===== config.mk =====
export PLATFORM = sky130hd
export DESIGN_NAME = diag_record_logger
export DESIGN_NICKNAME = d
export VERILOG_FILES = /design/src/rtl/diag_log_pkg.sv /design/src/rtl/diag_log_dp.sv /design/src/rtl/diag_log_ctrl.sv /design/src/rtl/diag_record_logger.sv
export SDC_FILE = /design/constraint.sdc
export NUM_CORES = 1
export LEC_CHECK = 0
export ABC_AREA = 1
export ABC_CLOCK_PERIOD_IN_PS = 1600
export BUFFER_PORTS_ARGS = -buffer_cell sky130_fd_sc_hd__buf_4
export CORE_MARGIN = 5
export CORE_UTILIZATION = 49
export DETAILED_ROUTE_END_ITERATION = 6
export GPL_TIMING_DRIVEN = 1
export PLACE_DENSITY_LB_ADDON = 0.05
export SLEW_MARGIN = 25
export SYNTH_ARGS = -nofsm -noshare
export SYNTH_HDL_FRONTEND = slang
export SYNTH_SLANG_ARGS = --single-unit

===== constraint.sdc =====
create_clock -name clk -period 1.6 [get_ports clk]
set_input_delay 0.32 -clock clk [delete_from_list [all_inputs] [get_ports clk]]
set_output_delay 0.32 -clock clk [all_outputs]
set_load 0.02 [all_outputs]

===== src/rtl/diag_log_pkg.sv =====
package diag_log_pkg;
  typedef enum logic [1:0] {
    ST_IDLE,
    ST_READ,
    ST_MON,
    ST_WRITE
  } logState_t;

  typedef struct packed {
    logic capRead;
    logic snapWrite;
    logic commit;
    logic watch;
  } dpStrobe_t;
endpackage


===== src/rtl/diag_log_dp.sv =====
module diag_log_dp
  import diag_log_pkg::*;
#(
  parameter int NUM_BYTES = 3,
  parameter int BYTE_W = 8,
  parameter int IDX_W = 2,
  parameter logic [NUM_BYTES*BYTE_W-1:0] LOG_MASK = '1
) (
  input  logic                        clk,
  input  logic                        rstN,
  input  dpStrobe_t                   strobe,
  input  logic [IDX_W-1:0]            idx,
  input  logic [NUM_BYTES*BYTE_W-1:0] liveStatus,
  input  logic [BYTE_W-1:0]           memRdata,
  output logic                        pendingAny,
  output logic [IDX_W-1:0]            lowIdx,
  output logic [BYTE_W-1:0]           wrData,
  output logic [NUM_BYTES*BYTE_W-1:0] record
);
  localparam int TOTAL_W = NUM_BYTES * BYTE_W;

  logic [NUM_BYTES-1:0][BYTE_W-1:0] stored;
  logic [NUM_BYTES-1:0][BYTE_W-1:0] pending;
  logic [NUM_BYTES-1:0][BYTE_W-1:0] newBits;
  logic [BYTE_W-1:0] curBits;
  logic [BYTE_W-1:0] wrDataQ;
  logic [BYTE_W-1:0] storedSel;

  for (genvar g = 0; g < NUM_BYTES; g++) begin : g_bytes
    assign newBits[g] = liveStatus[g*BYTE_W +: BYTE_W] & LOG_MASK[g*BYTE_W +: BYTE_W]
                        & ~stored[g] & ~pending[g];
    assign record[g*BYTE_W +: BYTE_W] = stored[g];
  end

  always_comb begin
    lowIdx = '0;
    pendingAny = 1'b0;
    for (int i = NUM_BYTES - 1; i >= 0; i--) begin
      if (|pending[i]) begin
        lowIdx = IDX_W'(i);
        pendingAny = 1'b1;
      end
    end
  end

  always_comb begin
    storedSel = '0;
    for (int i = 0; i < NUM_BYTES; i++) begin
      if (idx == IDX_W'(i)) storedSel = stored[i];
    end
  end

  always_ff @(posedge clk) begin
    if (!rstN) begin
      stored  <= '0;
      pending <= '0;
      curBits <= '0;
      wrDataQ <= '0;
    end else begin
      for (int i = 0; i < NUM_BYTES; i++) begin
        logic hit;
        hit = (idx == IDX_W'(i));
        if (strobe.capRead && hit) stored[i] <= memRdata;
        else if (strobe.commit && hit) stored[i] <= stored[i] | curBits;
        pending[i] <= (pending[i] & ~((strobe.commit && hit) ? curBits : '0))
                      | (strobe.watch ? newBits[i] : '0);
        if (strobe.snapWrite && lowIdx == IDX_W'(i)) begin
          curBits <= pending[i];
          wrDataQ <= stored[i] | pending[i];
        end
      end
    end
  end

  assign wrData = wrDataQ;

  AST_WDATA_HAS_NEW: assert property (@(posedge clk) disable iff (!rstN)
    strobe.commit |-> ((wrDataQ & ~storedSel) != '0));
  AST_WDATA_KEEPS_OLD: assert property (@(posedge clk) disable iff (!rstN)
    strobe.commit |-> ((wrDataQ & storedSel) == storedSel));
  AST_NO_MASKED_PEND: assert property (@(posedge clk) disable iff (!rstN)
    (TOTAL_W'(pending) & ~LOG_MASK) == '0);
  AST_RECORD_GROWS: assert property (@(posedge clk) disable iff (!rstN)
    !strobe.capRead |=> ((stored & $past(stored)) == $past(stored)));
endmodule


===== src/rtl/diag_log_ctrl.sv =====
module diag_log_ctrl
  import diag_log_pkg::*;
#(
  parameter int NUM_BYTES = 3,
  parameter int IDX_W = 2
) (
  input  logic             clk,
  input  logic             rstN,
  input  logic             logEn,
  input  logic             memAck,
  input  logic             pendingAny,
  input  logic [IDX_W-1:0] lowIdx,
  output dpStrobe_t        strobe,
  output logic [IDX_W-1:0] idx,
  output logic             memReq,
  output logic             memWe,
  output logic             ready
);
  localparam logic [IDX_W-1:0] LAST_IDX = IDX_W'(NUM_BYTES - 1);

  logState_t state, nextState;
  logic [IDX_W-1:0] idxQ, nextIdx;

  always_comb begin
    strobe = '0;
    memReq = 1'b0;
    memWe = 1'b0;
    nextState = state;
    nextIdx = idxQ;
    unique case (state)
      ST_IDLE: begin
        if (logEn) begin
          nextState = ST_READ;
          nextIdx = '0;
        end
      end
      ST_READ: begin
        memReq = 1'b1;
        if (memAck) begin
          strobe.capRead = 1'b1;
          if (idxQ == LAST_IDX) nextState = ST_MON;
          else nextIdx = idxQ + 1'b1;
        end
      end
      ST_MON: begin
        strobe.watch = logEn;
        if (logEn && pendingAny) begin
          strobe.snapWrite = 1'b1;
          nextIdx = lowIdx;
          nextState = ST_WRITE;
        end
      end
      ST_WRITE: begin
        memReq = 1'b1;
        memWe = 1'b1;
        strobe.watch = logEn;
        if (memAck) begin
          strobe.commit = 1'b1;
          nextState = ST_MON;
        end
      end
      default: nextState = ST_IDLE;
    endcase
  end

  always_ff @(posedge clk) begin
    if (!rstN) begin
      state <= ST_IDLE;
      idxQ <= '0;
    end else begin
      state <= nextState;
      idxQ <= nextIdx;
    end
  end

  assign idx = idxQ;
  assign ready = (state == ST_MON) || (state == ST_WRITE);

  AST_REQ_STABLE: assert property (@(posedge clk) disable iff (!rstN)
    (memReq && !memAck) |=> (memReq && $stable(memWe) && $stable(idxQ)));
  AST_WRITE_GAP: assert property (@(posedge clk) disable iff (!rstN)
    (memReq && memWe && memAck) |=> !memReq);
  AST_READ_ASCEND: assert property (@(posedge clk) disable iff (!rstN)
    (strobe.capRead && idxQ != LAST_IDX) |=> (idxQ == $past(idxQ) + 1'b1));
  AST_READY_STICKY: assert property (@(posedge clk) disable iff (!rstN)
    ready |=> ready);
endmodule


===== src/rtl/diag_record_logger.sv =====
module diag_record_logger
  import diag_log_pkg::*;
#(
  parameter int NUM_BYTES = 3,
  parameter int BYTE_W = 8,
  parameter int ADDR_W = 8,
  parameter int BASE_ADDR = 'h75,
  parameter logic [NUM_BYTES*BYTE_W-1:0] LOG_MASK = {1'b0, {(NUM_BYTES*BYTE_W-1){1'b1}}}
) (
  input  logic                        clk,
  input  logic                        rstN,
  input  logic                        logEn,
  input  logic [NUM_BYTES*BYTE_W-1:0] liveStatus,
  output logic                        memReq,
  output logic                        memWe,
  output logic [ADDR_W-1:0]           memAddr,
  output logic [BYTE_W-1:0]           memWdata,
  input  logic [BYTE_W-1:0]           memRdata,
  input  logic                        memAck,
  output logic [NUM_BYTES*BYTE_W-1:0] recordOut,
  output logic                        loggerReady
);
  localparam int IDX_W = (NUM_BYTES > 1) ? $clog2(NUM_BYTES) : 1;

  dpStrobe_t strobe;
  logic [IDX_W-1:0] idx;
  logic [IDX_W-1:0] lowIdx;
  logic pendingAny;

  diag_log_ctrl #(.NUM_BYTES(NUM_BYTES), .IDX_W(IDX_W)) ctrl_i (
    .clk(clk), .rstN(rstN), .logEn(logEn), .memAck(memAck),
    .pendingAny(pendingAny), .lowIdx(lowIdx), .strobe(strobe), .idx(idx),
    .memReq(memReq), .memWe(memWe), .ready(loggerReady)
  );

  diag_log_dp #(.NUM_BYTES(NUM_BYTES), .BYTE_W(BYTE_W), .IDX_W(IDX_W),
                .LOG_MASK(LOG_MASK)) dp_i (
    .clk(clk), .rstN(rstN), .strobe(strobe), .idx(idx),
    .liveStatus(liveStatus), .memRdata(memRdata), .pendingAny(pendingAny),
    .lowIdx(lowIdx), .wrData(memWdata), .record(recordOut)
  );

  assign memAddr = ADDR_W'(BASE_ADDR) + ADDR_W'(idx);
endmodule


==> flow_metrics.tcl <==
set metrics [dict create \
    status "finished, final reports clean" \
    gp_congestion 0.8979 \
    postSynthAreaPerCell_um2 6.801 \
    dp_worst_setup_slack_ns -0.09062 \
    grt_start_max_net_pins 43 \
    postSynth.topFlopCell "dfxtp_1" \
    final_hold_viols 0 \
    place.detailed.hpwl_um 8677 \
    worst-endpoint-arrival_ns 1.82 \
    setup_viol_count_final 0 \
    ys_top_cells_by_area "dfxtp_1 39%, nor2_1 11%, o21ai_0 9.1%" \
    yosys.cell_types.count 25 \
    num_rows 31 \
    grt.overflow.total 0 \
    cell_chain_critical_path "nor2_4, nand2_1, nor2_2, buf_4, nand3_4, nand2_4, nor2_4, buf_4, o21ai_0, nor2_1" \
    power.ir.vdd_worst_mv 0.9720 \
    synthAdderAreaFrac 0.03545 \
    min_period_ns 1.580 \
    pwr_density_cell_nw_per_um2 1471 \
    report.final.slew_viol_count 0 \
    nets 689 \
    first_pass_iters 5 \
    synth_compound_area_frac 0.1648 \
    grt_setup_unrepaired "true" \
    drt_iter0_markers 311 \
    first_pass_grt_wire_length_um 19250 \
    n_antenna_cell 0 \
    number_of_hold_buffers_added_after_cts 0 \
    synthXorXnorAreaFrac 0 \
    worst_clock_skew_ns 0.01065 \
    synth_top_cells_by_count "105 x nor2_1, 68 x dfxtp_1, 64 x o21ai_0" \
    critPathCaptureType "flip-flop" \
    worstPathMaxFanout 6 \
    critical_path.reg2reg.startpoint "dp_i.pending[15]" \
    synthesis.instances 519 \
    synth.yosys.warnings 0 \
    final-seq-area_um2 1376 \
    synth_simple_gate_area_share 0.3226 \
    worstRegToRegCells 10 \
    first_global_vias 3850 \
    initial_antenna_violation_count 0 \
    starting_density_of_the_core 0.4946 \
    tritoncts.num_buffers 9 \
    synth.ff_latch_count 68 \
    dominant_combinational_cell_family_by_area_after_synthesis "simple AND/OR/NAND/NOR gates" \
    fin_crit_sh 0.9873 \
    track_usage 0.2847 \
    cts.reportedPaths.clkPinSlew_ns 0.08 \
    route.vias.total 4141 \
    multi_input_gate_area_um2 2082 \
    clkSinkCount 68 \
    drt-vias-per-instance 5.544 \
    synth-edff-count 0 \
    die_area_um2 9000 \
    timing.critical_path.slowest_cell_delay_ns 0.34 \
    max_freq_ghz 0.6330 \
    buffer_ports.inserted 73 \
    netlist_area_um2 3530 \
    drtAntennaViolNets 0 \
    synth.area.mux_share 0 \
    fraction_of_final_layout_cells_with_drive_strength_greater_than_1 0.3256 \
    synth_top_area_cell "dfxtp_1" \
    setup.worst_path.start_class "flip-flop" \
    floorplan.core_area_um2 7137 \
    synth_top_cell_area_share 0.3857 \
    flow.area_growth_from_synthesis_pct 44.77 \
    min-delay-path-class "in -> reg" \
    root_buffer "clkbuf_8" \
    synth_async_sr_flop_share 0 \
    routed_wirelength_um 12560 \
    leakage_uw 0.002274 \
    dieHeight_um 94.87 \
    post_drt_wl_per_cell_um 16.81 \
    fin_tns_setup_ns 0 \
    crit-reg2reg-capture "dp_i.curBits[4]" \
    setup.worst_path.start "dp_i.pending[15]" \
    cts_tree "yes" \
    clock_tree.buffer_depth 2 \
    drv_cap 0 \
    yosys.cell_count.top_type "nor2_1" \
    critPathKind "reg -> reg" \
    worst_ep_required_time_ns 1.84 \
    latest_clock_arrival_within_the_worst_skew_pair_ns 0.35 \
    regToRegSetupSlack_ns 0.02 \
    worstSetupEndpoint "dp_i.curBits[4]" \
    cts-htree-levels 3 \
    number_of_placed_i_o_pins 79 \
    drt_drc_violations_left 0 \
    report.power.total_uw 7514 \
    timing.final.ws_setup_ns 0.02026 \
    seq_total_area_yosys 0.3857 \
    crit_slowest_cell "dfxtp_2" \
    dieWidth_um 94.87 \
    layout.filler_cells 630 \
]
[per-layer routing]
layer  global-route usage  part of all wire
met1               0.3412              0.38
met2               0.4750              0.49
met3              0.08367             0.090
met4               0.1178             0.036
met5                    0                 0
[flip-flops by register name (all words and copies together) (netlist names)]
register,count
dp_i.record,24
ctrl_i.idx,2
dp_i.curBits,8
ctrl_i.state,2
dp_i.wrData,8
dp_i.pending,24
[layout by cell type (no fill, tap or decap), drive strengths merged]
master and n:
a21oi 36, buf 131, bufinv 3, clkbuf 11, clkinv 1, clkinvlp 2
conb 4, dfxtp 68, ha 10, inv 52, nand2 57, nand3 48
nand4 12, nor2 112, nor3 25, o21ai 64, o21bai 10, o22ai 1
or2 1
[cells by family (layout without fill, tap and decap cells)]
group           count (synthesis)  after routing
fa+ha+maj                      10             10
other cells                     2              4
compound gates                111            111
simple gates                  254            255
flops                          68             68
buf+inv                        74            200
[what timing repair did]
item / 4_1_cts / 5_1_grt
setup endpoints to repair: 39 / 42
pin swaps: 9 / 14
setup buffers: 3 / 7
gates cloned: 1 / 0
resized for setup: 33 / 56
[worst max-delay path, delay by kind of cell, from the launching register on]
family	cells	cell delay, ns
flops	1	0.34
compound gates	1	0.15
simple gates	7	0.68
buf+inv	2	0.30
[final cells by class]
cell class,count,area share
Multi-Input combinational cell,380,0.4074
Inverter,53,0.04212
Timing Repair Buffer,131,0.2064
Tap cell,99,0.02424
Clock inverter,5,0.02081
Clock buffer,11,0.02963
Sequential cell,68,0.2693
[where the power goes]
| part | total [µW] | internal [µW] | switching, µW |
|---|---|---|---|
| Sequential | 2150 | 1950 | 199 |
| Clock | 1850 | 1130 | 722 |
| Combinational | 3510 | 1450 | 2060 |
[through the flow]
stage                     hold WS, ns    util  instances  instance area, µm²
after global placement         0.4997  0.6262        720                4469
final                          0.2393  0.7160        747                5110
after CTS                      0.2306  0.6816        740                4865
after detailed placement       0.5036  0.6262        720                4469
after floorplan                0.4365       -        521                3537
after global routing           0.2347  0.7160        747                5110
[worst min-delay path by stage]
stage	startpoint	end	cells past startpoint
finish	liveStatus[6]	dp_i.pending[6]	3
global route	liveStatus[21]	dp_i.pending[21]	3
CTS	liveStatus[5]	dp_i.pending[5]	3
detailed placement	dp_i.record[8]	dp_i.record[8]	2
global placement	dp_i.record[14]	dp_i.record[14]	2
floorplan	dp_i.pending[23]	dp_i.pending[23]	2
Power figures use the tool's default switching activity.
